===== src/rtl/rail_seq_pkg.sv =====
package rail_seq_pkg;

    typedef enum logic [2:0] {
        ST_OFF      = 3'd0,
        ST_PRECHG   = 3'd1,
        ST_BOOST_SS = 3'd2,
        ST_BOTH_SS  = 3'd3,
        ST_RUN      = 3'd4,
        ST_DISCHG   = 3'd5,
        ST_FAULT    = 3'd6
    } seq_state_e;

    typedef enum logic [2:0] {
        CAUSE_NONE     = 3'd0,
        CAUSE_SS_SHORT = 3'd1,
        CAUSE_OVERLOAD = 3'd2,
        CAUSE_SHORT    = 3'd3,
        CAUSE_OTP      = 3'd4
    } fault_cause_e;

    // synchronized pin and comparator bundle
    typedef struct packed {
        logic en;
        logic dis_off;
        logic uvlo;
        logic otp;
        logic mid_ok;
        logic ss_short;
        logic ovl;
        logic scp;
    } flags_t;

    localparam int FLAG_W = $bits(flags_t);

endpackage


===== src/rtl/rail_seq_sync.sv =====
module rail_seq_sync #(
    parameter int W      = 8,
    parameter int STAGES = 2
) (
    input  logic         clk,
    input  logic         rst_n,
    input  logic [W-1:0] async_i,
    output logic [W-1:0] sync_o
);

    logic [STAGES-1:0][W-1:0] stage_q;
    logic [STAGES-1:0][W-1:0] stage_d;

    generate
        if (STAGES == 1) begin : g_single
            always_comb stage_d = async_i;
        end else begin : g_chain
            always_comb stage_d = {stage_q[STAGES-2:0], async_i};
        end
    endgenerate

    always_ff @(posedge clk or negedge rst_n) begin
        if (!rst_n) stage_q <= '0;
        else        stage_q <= stage_d;
    end

    assign sync_o = stage_q[STAGES-1];

endmodule


===== src/rtl/rail_seq_tick.sv =====
module rail_seq_tick #(
    parameter int CLKS_PER_MS = 1000
) (
    input  logic clk,
    input  logic rst_n,
    output logic tick_o
);

    localparam int CW = $clog2(CLKS_PER_MS + 1);
    localparam logic [CW-1:0] LAST = CW'(CLKS_PER_MS - 1);

    logic [CW-1:0] cnt_d, cnt_q;
    logic          tick_d, tick_q;

    always_comb begin
        tick_d = (cnt_q == LAST);
        cnt_d  = tick_d ? '0 : cnt_q + 1'b1;
    end

    always_ff @(posedge clk or negedge rst_n) begin
        if (!rst_n) begin
            cnt_q  <= '0;
            tick_q <= 1'b0;
        end else begin
            cnt_q  <= cnt_d;
            tick_q <= tick_d;
        end
    end

    assign tick_o = tick_q;

endmodule


===== src/rtl/rail_seq_fsm.sv =====
module rail_seq_fsm
    import rail_seq_pkg::*;
#(
    parameter int NEG_DELAY_MS = 2,
    parameter int REG_MS       = 13,
    parameter int DIS_MS       = 10
) (
    input  logic         clk,
    input  logic         rst_n,
    input  logic         tick_i,
    input  flags_t       flags_i,
    output seq_state_e   state_o,
    output fault_cause_e cause_o
);

    localparam int MAXD0 = (REG_MS > DIS_MS) ? REG_MS : DIS_MS;
    localparam int MAXD  = (MAXD0 > NEG_DELAY_MS) ? MAXD0 : NEG_DELAY_MS;
    localparam int TW    = $clog2(MAXD + 2);
    localparam logic [TW-1:0] NEG_T = TW'(NEG_DELAY_MS);
    localparam logic [TW-1:0] REG_T = TW'(REG_MS);
    localparam logic [TW-1:0] DIS_T = TW'(DIS_MS);
    localparam logic [TW-1:0] SAT_T = '1;

    typedef struct packed {
        seq_state_e   st;
        fault_cause_e cause;
        logic [TW-1:0] tmr;
        logic [TW-1:0] elapsed;
    } seq_regs_t;

    seq_regs_t r_d, r_q;
    logic      active;

    always_comb begin
        r_d    = r_q;
        active = (r_q.st == ST_PRECHG) || (r_q.st == ST_BOOST_SS) ||
                 (r_q.st == ST_BOTH_SS) || (r_q.st == ST_RUN);

        // normal progression
        case (r_q.st)
            ST_OFF:      if (flags_i.en && !flags_i.uvlo && !flags_i.otp) r_d.st = ST_PRECHG;
            ST_PRECHG:   if (flags_i.mid_ok)      r_d.st = ST_BOOST_SS;
            ST_BOOST_SS: if (r_q.tmr >= NEG_T)    r_d.st = ST_BOTH_SS;
            ST_BOTH_SS:  if (r_q.elapsed >= REG_T) r_d.st = ST_RUN;
            ST_DISCHG:   if (r_q.tmr >= DIS_T)    r_d.st = ST_OFF;
            ST_FAULT:    if (!flags_i.en)         r_d.st = ST_OFF;
            default:     r_d.st = r_q.st;
        endcase

        // protection and shutdown, in priority order
        if (active) begin
            if (flags_i.scp) begin
                r_d.st    = ST_FAULT;
                r_d.cause = CAUSE_SHORT;
            end else if (flags_i.ovl) begin
                r_d.st    = ST_FAULT;
                r_d.cause = CAUSE_OVERLOAD;
            end else if (flags_i.ss_short && r_q.st == ST_BOOST_SS) begin
                r_d.st    = ST_FAULT;
                r_d.cause = CAUSE_SS_SHORT;
            end else if (flags_i.otp) begin
                r_d.st    = ST_OFF;
                r_d.cause = CAUSE_OTP;
            end else if (flags_i.uvlo) begin
                r_d.st    = ST_OFF;
            end else if (!flags_i.en) begin
                r_d.st    = flags_i.dis_off ? ST_OFF : ST_DISCHG;
            end
        end

        // phase timer restarts on every state change
        if (r_d.st != r_q.st)              r_d.tmr = '0;
        else if (tick_i && r_q.tmr != SAT_T) r_d.tmr = r_q.tmr + 1'b1;

        // start-up timer and cause clear at precharge entry
        if (r_d.st == ST_PRECHG && r_q.st != ST_PRECHG) begin
            r_d.elapsed = '0;
            r_d.cause   = CAUSE_NONE;
        end else if (tick_i && r_q.elapsed != SAT_T) begin
            r_d.elapsed = r_q.elapsed + 1'b1;
        end
    end

    always_ff @(posedge clk or negedge rst_n) begin
        if (!rst_n) begin
            r_q.st      <= ST_OFF;
            r_q.cause   <= CAUSE_NONE;
            r_q.tmr     <= '0;
            r_q.elapsed <= '0;
        end else begin
            r_q <= r_d;
        end
    end

    assign state_o = r_q.st;
    assign cause_o = r_q.cause;

endmodule


===== src/rtl/rail_seq_top.sv =====
module rail_seq_top
    import rail_seq_pkg::*;
#(
    parameter int CLKS_PER_MS  = 1000,
    parameter int SYNC_STAGES  = 2,
    parameter int NEG_DELAY_MS = 2,
    parameter int REG_MS       = 13,
    parameter int DIS_MS       = 10
) (
    input  logic       clk,
    input  logic       rst_n,
    input  logic       en_i,
    input  logic       dis_off_i,
    input  logic       uvlo_i,
    input  logic       otp_i,
    input  logic       mid_ok_i,
    input  logic       ss_short_i,
    input  logic       ovl_i,
    input  logic       scp_i,
    output logic       boost_en_o,
    output logic       boost_ss_o,
    output logic       inv_en_o,
    output logic       inv_ss_o,
    output logic       inrush_lim_o,
    output logic       disch_o,
    output logic       pgood_o,
    output logic [2:0] state_o,
    output logic [2:0] cause_o
);

    flags_t       raw_flags, sync_flags;
    logic         tick;
    seq_state_e   st;
    fault_cause_e cause;

    always_comb begin
        raw_flags.en       = en_i;
        raw_flags.dis_off  = dis_off_i;
        raw_flags.uvlo     = uvlo_i;
        raw_flags.otp      = otp_i;
        raw_flags.mid_ok   = mid_ok_i;
        raw_flags.ss_short = ss_short_i;
        raw_flags.ovl      = ovl_i;
        raw_flags.scp      = scp_i;
    end

    rail_seq_sync #(.W(FLAG_W), .STAGES(SYNC_STAGES)) u_sync (
        .clk     (clk),
        .rst_n   (rst_n),
        .async_i (raw_flags),
        .sync_o  (sync_flags)
    );

    rail_seq_tick #(.CLKS_PER_MS(CLKS_PER_MS)) u_tick (
        .clk    (clk),
        .rst_n  (rst_n),
        .tick_o (tick)
    );

    rail_seq_fsm #(
        .NEG_DELAY_MS (NEG_DELAY_MS),
        .REG_MS       (REG_MS),
        .DIS_MS       (DIS_MS)
    ) u_fsm (
        .clk     (clk),
        .rst_n   (rst_n),
        .tick_i  (tick),
        .flags_i (sync_flags),
        .state_o (st),
        .cause_o (cause)
    );

    // output decode from the registered state
    always_comb begin
        boost_en_o   = (st == ST_BOOST_SS) || (st == ST_BOTH_SS) || (st == ST_RUN);
        boost_ss_o   = (st == ST_BOOST_SS) || (st == ST_BOTH_SS);
        inv_en_o     = (st == ST_BOTH_SS) || (st == ST_RUN);
        inv_ss_o     = (st == ST_BOTH_SS);
        inrush_lim_o = (st == ST_PRECHG);
        disch_o      = (st == ST_DISCHG);
        pgood_o      = (st == ST_RUN);
        state_o      = st;
        cause_o      = cause;
    end

endmodule


===== config.mk =====
export PLATFORM = sky130hd
export DESIGN_NAME = rail_seq_top
export DESIGN_NICKNAME = d
export VERILOG_FILES = /design/src/rtl/rail_seq_pkg.sv /design/src/rtl/rail_seq_sync.sv /design/src/rtl/rail_seq_tick.sv /design/src/rtl/rail_seq_fsm.sv /design/src/rtl/rail_seq_top.sv
export SDC_FILE = /design/constraint.sdc
export NUM_CORES = 1
export LEC_CHECK = 0
export BUFFER_PORTS_ARGS = -buffer_cell sky130_fd_sc_hd__buf_2
export CORE_UTILIZATION = 58
export CTS_CLUSTER_SIZE = 28
export DETAILED_ROUTE_END_ITERATION = 12
export PLACE_DENSITY = 0.79
export SYNTH_ARGS = -nofsm -noshare
export SYNTH_HDL_FRONTEND = slang
export SYNTH_SLANG_ARGS = --single-unit

===== constraint.sdc =====
create_clock -name clk -period 2.35 [get_ports clk]
set_input_delay 0.47 -clock clk [delete_from_list [all_inputs] [get_ports clk]]
set_output_delay 0.47 -clock clk [all_outputs]
set_load 0.02 [all_outputs]

==> run_results.csv, run 1 <==
group,metric,value,unit
run_status,run_status,"finished clean",
sta,min_period_over_period,93.52,%
grt,grt_pass1_vias,1541,
grt,grt_start_max_net_pins,42,
critical_path,reg2reg_from,"u_fsm.r_q[4]$_DFFE_PN0P_",
drt,drt.antenna.violating_nets,0,
drt,drt-initial-drc-count,116,
critical_path,reg2reg_to,"u_fsm.r_q[7]$_DFFE_PN0P_",
floorplanning,floorplan.die.width,62.45,µm
grt,grt_antenna_before_repair,0,
sta,report.final.slew_viol_count,0,
floorplanning,total_die_area,3900,µm²
run,timing.max_cap.violations,0,
yosys,synth_sequential_area_ratio,48.41,%
cells_and_area,nets,250,
grt,grt_use_met2,36.68,%
yosys,post_synth_instance_area,2120,µm²
cells_and_area,fillCellCount,265,
critical_path,critPathCaptureType,"flip-flop",
clock_tree,clkTransAtPathRegs,0.13,ns
sta,timing.fmax,455.0,MHz
yosys,syn_avg_cell_area,10.05,µm²
cells_and_area,seqCellArea,1026,µm²
grt,wire_length_of_the_first_global_routing_pass,6913,µm
min_path,hold_crit_class,"in2async",
power,vdd_ir_drop_max,0.0005828,V
sta,setup_viol_count_final,0,
clock_tree,clk_path_buf_depth,2,
drt,drc_errors,0,
cells_and_area,num_antenna_cells,0,
drt,route.detailed.vias_per_inst,5.758,
sta,fin_worst_skew,0.01483,ns
drt,vias,1618,
drt,detail_route.first_pass.iterations,5,
critical_path,worst-setup-path-type,"reg2reg",
clock_tree,tritoncts.num_buffers,5,
critical_path,worst-endpoint-required,2.59,ns
floorplanning,floorplan.initialDensity,62.05,%
placed_design,portBuffers,22,
cells_and_area,final_core_utilization,69.12,%
clock_tree,tritoncts,"built",
critical_path,critical_path_arrival,2.44,ns
sta,setup_repair_after_global_routing_missed_its_margin,"true",
cells_and_area,multi_input_combinational_cell_area,967.2,µm²
critical_path,critical_path_peak_fanout,4,
power,leakage,1.042,nW
power,total_power,0.002400,W
critical_path,r2r.worst_path.cells,8,
yosys,synth_enable_flop_cells,0,
yosys,synth-seq-cells,41,
drt,wire_per_inst,14.32,µm
clock_tree,cts_hold_repair.buffers,0,
sta,worst_max_slew_pin_slew,0.8832,ns
yosys,yosys.cell_types.count,50,
critical_path,r2r_setup_slack,0.15,ns
floorplanning,die_h,62.45,µm
yosys,synth-main-ff-cell,"sky130_fd_sc_hd__dfrtp_1",
yosys,synth_warnings,0,
grt,use_met1,31.23,%
cells_and_area,area.growth.synth_to_final,11.39,%
placed_design,post-dp-hpwl,2902,µm
power,power-per-cell-area,1017,nW/µm²
grt,grt_overflow,0,
clock_tree,cts.sink_count,41,
critical_path,crit_path_start_kind,"flip-flop",
sta,timing_hold_violations_final,0,
cells_and_area,drive_gt1_share,21.70,%
clock_tree,clk_latency,0.34,ns
sta,final_critical_path_required_period,2.198,ns
floorplanning,core.rowCount,21,
yosys,netlist_instances,211,
grt,track_usage,22.62,%
drt,route.final.wire_length,4023,µm
grt,grt_use_met3,3.467,%
grt,top_usage_layer,"met2",
floorplanning,ioPinCount,23,
floorplanning,core_area,3416,µm²
sta,relSlewSlack,41.12,%
yosys,synth-async-reset-ratio,100.0,%
clock_tree,ctsHtreeMaxLevel,2,
placed_design,routability_cong,0.8979,
yosys,synthesis.nets,227,
clock_tree,cts-root-buf,"sky130_fd_sc_hd__clkbuf_4",
area by class of cell:
type | count | area share, %
Multi-Input combinational cell | 146 | 40.96
Timing Repair Buffer | 30 | 7.207
Inverter | 10 | 1.590
Tap cell | 46 | 2.438
Clock inverter | 3 | 2.756
Sequential cell | 41 | 43.46
Clock buffer | 5 | 1.590
kinds of logic after synthesis:
kind of cell | Yosys count | synth area share [%]
AOI/OAI and AO/OA | 43 | 16.47
xor gates and xnor gates | 8 | 3.306
adders and majority gates | 6 | 3.542
buffers and inverters | 24 | 6.199
DFF | 41 | 48.41
muxes | 2 | 0.9445
and+or+nand+nor | 87 | 21.13
flip-flops by register name (all words and copies together) (netlist names):
| name | flops |
|---|---|
| u_fsm.cause_o | 3 |
| u_fsm.r_q | 8 |
| u_tick.tick_o | 1 |
| u_sync.sync_o | 8 |
| u_sync.stage_d | 8 |
| u_tick.cnt_q | 10 |
| u_fsm.state_o | 3 |
cell usage after synthesis (2+ instances only):
cell type | n | area [µm²]
sky130_fd_sc_hd__nor3_1 | 4 | 20.02
sky130_fd_sc_hd__xnor2_1 | 5 | 43.79
sky130_fd_sc_hd__o221ai_1 | 2 | 17.52
sky130_fd_sc_hd__or3_1 | 5 | 31.28
sky130_fd_sc_hd__nand2_1 | 22 | 82.58
sky130_fd_sc_hd__xor2_1 | 3 | 26.28
sky130_fd_sc_hd__a211oi_1 | 2 | 15.01
sky130_fd_sc_hd__nand4_1 | 3 | 18.77
sky130_fd_sc_hd__nor2b_1 | 6 | 37.54
sky130_fd_sc_hd__and3_1 | 2 | 12.51
sky130_fd_sc_hd__nand3_1 | 8 | 40.04
sky130_fd_sc_hd__clkbuf_1 | 2 | 7.510
sky130_fd_sc_hd__o211ai_1 | 4 | 30.03
sky130_fd_sc_hd__o21ai_1 | 2 | 10.01
sky130_fd_sc_hd__buf_2 | 3 | 15.01
sky130_fd_sc_hd__inv_1 | 10 | 37.54
sky130_fd_sc_hd__and2_1 | 2 | 12.51
sky130_fd_sc_hd__a21oi_1 | 11 | 55.05
sky130_fd_sc_hd__nand2b_1 | 4 | 25.02
sky130_fd_sc_hd__nor4_2 | 2 | 25.02
sky130_fd_sc_hd__dfrtp_1 | 41 | 1026
sky130_fd_sc_hd__a31oi_1 | 2 | 12.51
sky130_fd_sc_hd__nor2_1 | 21 | 78.83
sky130_fd_sc_hd__o21ai_0 | 5 | 25.02
sky130_fd_sc_hd__mux2i_1 | 2 | 20.02
sky130_fd_sc_hd__buf_4 | 8 | 60.06
sky130_fd_sc_hd__ha_1 | 6 | 75.07
sky130_fd_sc_hd__nor3b_1 | 2 | 15.01
report_power, final:
group          total, W  switching [W]  internal, W  leakage, nW
Sequential     0.000825      0.0000572     0.000768        0.506
Combinational   0.00102       0.000647     0.000376        0.480
Clock          0.000551       0.000222     0.000329       0.0552
Total           0.00240       0.000926      0.00147         1.04
stage by stage:
step / std cells / hold slack, ns / cell area (µm²) / setup WS, ns / TNS [ns]
after detailed placement: 273 / 0.3347 / 2253 / 0.1099 / 0
after CTS: 281 / 0.2291 / 2356 / 0.07299 / 0
after floorplan: 211 / 0.1744 / 2120 / 0.3010 / 0
after global routing: 281 / 0.2178 / 2361 / -0.02577 / -0.04620
final: 281 / 0.2175 / 2361 / 0.1523 / 0
after global placement: 273 / 0.3315 / 2253 / 0.2017 / 0
worst max-delay path: stages (launching register included):
cell and delay, ns:
sky130_fd_sc_hd__dfrtp_1 0.39, sky130_fd_sc_hd__inv_1 0.08, sky130_fd_sc_hd__ha_1 0.21, sky130_fd_sc_hd__nor3_2 0.22, sky130_fd_sc_hd__nor3_1 0.10, sky130_fd_sc_hd__o32ai_2 0.29
sky130_fd_sc_hd__o221ai_1 0.14, sky130_fd_sc_hd__a311o_1 0.39, sky130_fd_sc_hd__a2111oi_4 0.28
layer usage:
layer	share of wire, %	vias to the layer above
met5	0	-
met4	1.6	0
met3	6.2	8
met2	48	54
met1	44	773
li1	-	783
what timing repair did:
action | in CTS | in global routing
resized for setup | 0 | 1
endpoints found under the hold margin | 0 | 0
setup buffers | 0 | 0
setup endpoints to repair | 0 | 3
how the worst max path moves through the flow:
stage / from / cells after the start / end
after CTS: u_fsm.r_q[0]$_DFFE_PN0P_ / 8 / u_fsm.r_q[6]$_DFFE_PN0P_
after floorplan: u_fsm.state_o[2]$_DFF_PN0_ / 7 / u_fsm.r_q[7]$_DFFE_PN0P_
after detailed placement: u_fsm.r_q[0]$_DFFE_PN0P_ / 8 / u_fsm.r_q[6]$_DFFE_PN0P_
final: u_fsm.r_q[4]$_DFFE_PN0P_ / 8 / u_fsm.r_q[7]$_DFFE_PN0P_
after global routing: u_fsm.r_q[0]$_DFFE_PN0P_ / 8 / u_fsm.r_q[7]$_DFFE_PN0P_
after global placement: u_fsm.r_q[0]$_DFFE_PN0P_ / 8 / u_fsm.r_q[6]$_DFFE_PN0P_
layout by cell type, fill, tap and decap left out, types with 3 or more instances in the layout:
cell type,synthesis,layout
sky130_fd_sc_hd__dfrtp_1,41,41
sky130_fd_sc_hd__xnor2_1,5,5
sky130_fd_sc_hd__nand2b_1,4,4
sky130_fd_sc_hd__nand3_1,8,8
sky130_fd_sc_hd__nor2b_1,6,6
sky130_fd_sc_hd__buf_4,8,8
sky130_fd_sc_hd__nor2_1,21,21
sky130_fd_sc_hd__a21oi_1,11,11
sky130_fd_sc_hd__nor3_1,4,4
sky130_fd_sc_hd__ha_1,6,6
sky130_fd_sc_hd__inv_1,10,10
sky130_fd_sc_hd__o21ai_0,5,5
sky130_fd_sc_hd__buf_2,3,22
sky130_fd_sc_hd__nand2_1,22,22
sky130_fd_sc_hd__or3_1,5,5
sky130_fd_sc_hd__nand4_1,3,3
sky130_fd_sc_hd__clkbuf_4,0,5
sky130_fd_sc_hd__xor2_1,3,3
sky130_fd_sc_hd__o211ai_1,4,4
(Power assumes the default switching activity.)
==> run 2: changes to the inputs <==
SYNTH_HIERARCHICAL = 1   (was default)
==> run 2 against run 1 <==
Net effect:
- clock skew shrank 0.0067 ns
- clock-buffer cell count is the same
- clock power grew 20%
- design area grew 4.8%
- critical path depth shrank 4
- non-clock buffer count shrank 1
- sequential power grew 5.2%
- total power grew 13%
- critical path type is now reg2out
- highest routed layer unchanged
==> run_results.csv, run 2 <==
group,metric,value,unit
sta,fin_worst_skew,0.008112,ns
clock_tree,cts-root-buf,"sky130_fd_sc_hd__clkbuf_8",
grt,grt_antenna_before_repair,0,
drt,vias,1653,
run,timing.max_cap.violations,0,
cells_and_area,num_antenna_cells,0,
sta,relSlewSlack,41.63,%
drt,route.detailed.vias_per_inst,5.720,
cells_and_area,drive_gt1_share,21.58,%
grt,grt_use_met3,4.821,%
clock_tree,ctsHtreeMaxLevel,2,
cells_and_area,largest_reg_flops,10,
power,cell_internal_power,0.001683,W
critical_path,critical_path_peak_fanout,15,
power,power-per-cell-area,1099,nW/µm²
sta,timing_hold_violations_final,0,
yosys,syn_avg_cell_area,10.23,µm²
yosys,post_synth_instance_area,2230,µm²
clock_tree,cts.repair.resized,0,
critical_path,critical_path_arrival,1.71,ns
cells_and_area,nets,256,
grt,grt_use_met2,35.51,%
sta,worst_max_slew_pin_slew,0.8755,ns
yosys,synth_common_cells,"41 x sky130_fd_sc_hd__dfrtp_1, 16 x sky130_fd_sc_hd__nor2_1, 13 x sky130_fd_sc_hd__nand2_1",
min_path,min_delay_worst_endpoint,"u_sync/stage_d[10]$_DFF_PN0_",
sta,setup_viol_count_final,0,
cells_and_area,mostFrequentLayoutCell,"sky130_fd_sc_hd__dfrtp_1",
yosys,synth_top_area_share,46.02,%
critical_path,reg2reg_from,"u_fsm/state_o[1]$_DFF_PN0_",
cells_and_area,max_flop_register,"u_tick/cnt_q",
yosys,synth.area.top_cells,"sky130_fd_sc_hd__dfrtp_1 46%, sky130_fd_sc_hd__ha_1 3.4%, sky130_fd_sc_hd__xnor2_1 3.1%, sky130_fd_sc_hd__nand3_1 2.7%, sky130_fd_sc_hd__nor2_1 2.7%",
critical_path,crit_path_start_kind,"flip-flop",
clock_tree,clk_latency,0.29,ns
clock_tree,cts.sink_count,41,
critical_path,critPathCaptureType,"primary output",
grt,grt_overflow,0,
sta,setup_repair_after_global_routing_missed_its_margin,"false",
cells_and_area,multi_input_combinational_cell_area,1056,µm²
yosys,synth_warnings,6,
critical_path,worst-endpoint-required,1.88,ns
yosys,synthesis.nets,234,
yosys,yosys.cell_types.count,60,
clock_tree,tritoncts,"built",
drt,drc_errors,0,
yosys,synth.largest_area_cell,"sky130_fd_sc_hd__dfrtp_1",
power,leakage,1.111,nW
clock_tree,clkTransAtPathRegs,0.08,ns
cells_and_area,fillCellCount,284,
drt,route.final.wire_length,4164,µm
power,comb_power_share,43.8,%
run_status,run_status,"finished clean",
floorplanning,floorplan.initialDensity,60.90,%
grt,use_met1,31.11,%
floorplanning,floorplan.die.width,64,µm
grt,track_usage,23.07,%
cells_and_area,seqCellArea,1026,µm²
sta,min_period_over_period,92.63,%
cells_and_area,final_core_utilization,67.60,%
yosys,netlist_instances,218,
critical_path,r2r_setup_slack,0.17,ns
cells_and_area,finish.instance_area,2475,µm²
min_path,hold_depth,1,
yosys,synth.most_common_cell,"sky130_fd_sc_hd__dfrtp_1",
power,clock_power_share,24.3,%
placed_design,post-dp-hpwl,2890,µm
grt,grt_start_max_net_pins,42,
placed_design,routability_cong,0.9599,
drt,detail_route.first_pass.iterations,4,
floorplanning,die_h,64,µm
yosys,synth-async-reset-ratio,100.0,%
floorplanning,ioPinCount,23,
clock_tree,cts_hold_repair.buffers,0,
min_path,hold_crit_class,"in2reg",
drt,drt-initial-drc-count,149,
placed_design,portBuffers,22,
power,vdd_ir_drop_max,0.0006720,V
critical_path,r2r.worst_path.cells,7,
grt,wire_length_of_the_first_global_routing_pass,7044,µm
sta,report.final.slew_viol_count,0,
yosys,synth_sequential_area_ratio,46.02,%
sta,timing.fmax,459.4,MHz
yosys,synth-seq-cells,41,
cells_and_area,most-common-layout-cells,"41 x sky130_fd_sc_hd__dfrtp_1, 22 x sky130_fd_sc_hd__buf_2, 16 x sky130_fd_sc_hd__nor2_1, 13 x sky130_fd_sc_hd__nand2_1, 12 x sky130_fd_sc_hd__nand3_1",
floorplanning,core.rowCount,22,
power,power.share.switching,38.14,%
critical_path,worst-setup-path-type,"reg2out",
drt,drt.antenna.violating_nets,0,
clock_tree,postCtsSetupRepairBufs,0,
yosys,synth-main-ff-cell,"sky130_fd_sc_hd__dfrtp_1",
grt,grt_pass1_vias,1522,
sta,final_critical_path_required_period,2.177,ns
cells_and_area,area.growth.synth_to_final,11.00,%
yosys,synth_enable_flop_cells,0,
min_path,holdCritStartpoint,"ss_short_i",
sta,tns,0,ns
clock_tree,tritoncts.num_buffers,5,
clock_tree,clk_path_buf_depth,2,
grt,top_usage_layer,"met2",
floorplanning,total_die_area,4096,µm²
critical_path,reg2reg_to,"u_fsm/r_q[6]$_DFFE_PN0P_",
floorplanning,core_area,3661,µm²
drt,wire_per_inst,14.41,µm
power,switchingPower,0.001038,W
power,seqPwrFrac,31.9,%
placed_design,placed_area,2341,µm²
run 2: cell types whose count changed in the layout (fill, tap and decap cells not counted), moves of 4 or more:
| cell | previous run | this run |
|---|---|---|
| sky130_fd_sc_hd__nand2_1 | 22 | 13 |
| sky130_fd_sc_hd__clkbuf_8 | 0 | 5 |
| sky130_fd_sc_hd__or3_1 | 5 | 0 |
| sky130_fd_sc_hd__or2_1 | 0 | 4 |
| sky130_fd_sc_hd__nor2_1 | 21 | 16 |
| sky130_fd_sc_hd__nand3_1 | 8 | 12 |
| sky130_fd_sc_hd__clkbuf_4 | 5 | 0 |
run 2: cell families after synthesis:
family	share of synthesized area, %
AND/OR/NAND/NOR	22.56
AO/OA/AOI/OAI	16.27
flip-flops	46.02
buffers and inverters	6.622
XOR/XNOR	4.714
adder cells (fa/ha/maj)	3.367
multiplexers	0.4490
run 2: final cells by class:
cell class	instances	area share, %
Clock buffer	5	2.781
Clock inverter	3	2.629
Inverter	9	1.466
Multi-Input combinational cell	154	42.67
Sequential cell	41	41.46
Tap cell	48	2.427
Timing Repair Buffer	29	6.572
run 2: how the worst max path moves through the flow:
stage / start / endpoint / slack (ns) / cells past startpoint
after floorplan: u_fsm/r_q[1]$_DFFE_PN0P_ / u_fsm/r_q[4]$_DFFE_PN0P_ / 0.55 / 8
after global placement: u_fsm/state_o[1]$_DFF_PN0_ / u_fsm/r_q[6]$_DFFE_PN0P_ / 0.21 / 7
after detailed placement: u_fsm/state_o[1]$_DFF_PN0_ / u_fsm/r_q[5]$_DFFE_PN0P_ / 0.23 / 7
after CTS: u_fsm/state_o[1]$_DFF_PN0_ / boost_en_o / 0.16 / 4
after global routing: u_fsm/state_o[1]$_DFF_PN0_ / u_fsm/r_q[6]$_DFFE_PN0P_ / 0.003 / 7
final: u_fsm/state_o[1]$_DFF_PN0_ / boost_en_o / 0.17 / 4
run 2: metrics by stage:
step / total power, W / hold slack, ns / worst slack, ns / cells
global placement: 0.002045 / 0.3318 / 0.2121 / 281
detailed placement: 0.002048 / 0.3356 / 0.2347 / 281
CTS: 0.002738 / 0.2682 / 0.1591 / 289
finish: 0.002720 / 0.2792 / 0.1732 / 289
global route: 0.002873 / 0.2672 / 0.003298 / 289
floorplan: 0.001848 / 0.1744 / 0.5533 / 218
run 2: power by group through the flow:
stage	Clock (W)	Sequential (W)	Combinational (W)
2_1_floorplan	0	0.000827	0.00102
4_1_cts	0.000680	0.000869	0.00119
6_report	0.000661	0.000868	0.00119
5_1_grt	0.000701	0.000881	0.00129
3_3_place_gp	0	0.000874	0.00117
3_5_place_dp	0	0.000879	0.00117
run 2: worst max-delay path, stage by stage (launching register included):
cell                      delay [ns]
sky130_fd_sc_hd__dfrtp_1        0.64
sky130_fd_sc_hd__buf_4          0.28
sky130_fd_sc_hd__nor3b_4        0.06
sky130_fd_sc_hd__or2_2          0.28
sky130_fd_sc_hd__buf_2          0.16
run 2: metal layers:
metal,share of wire [%],vias to the layer above
li1,-,821
met1,46,766
met2,47,58
met3,5.3,8
met4,1.6,0
met5,0,-
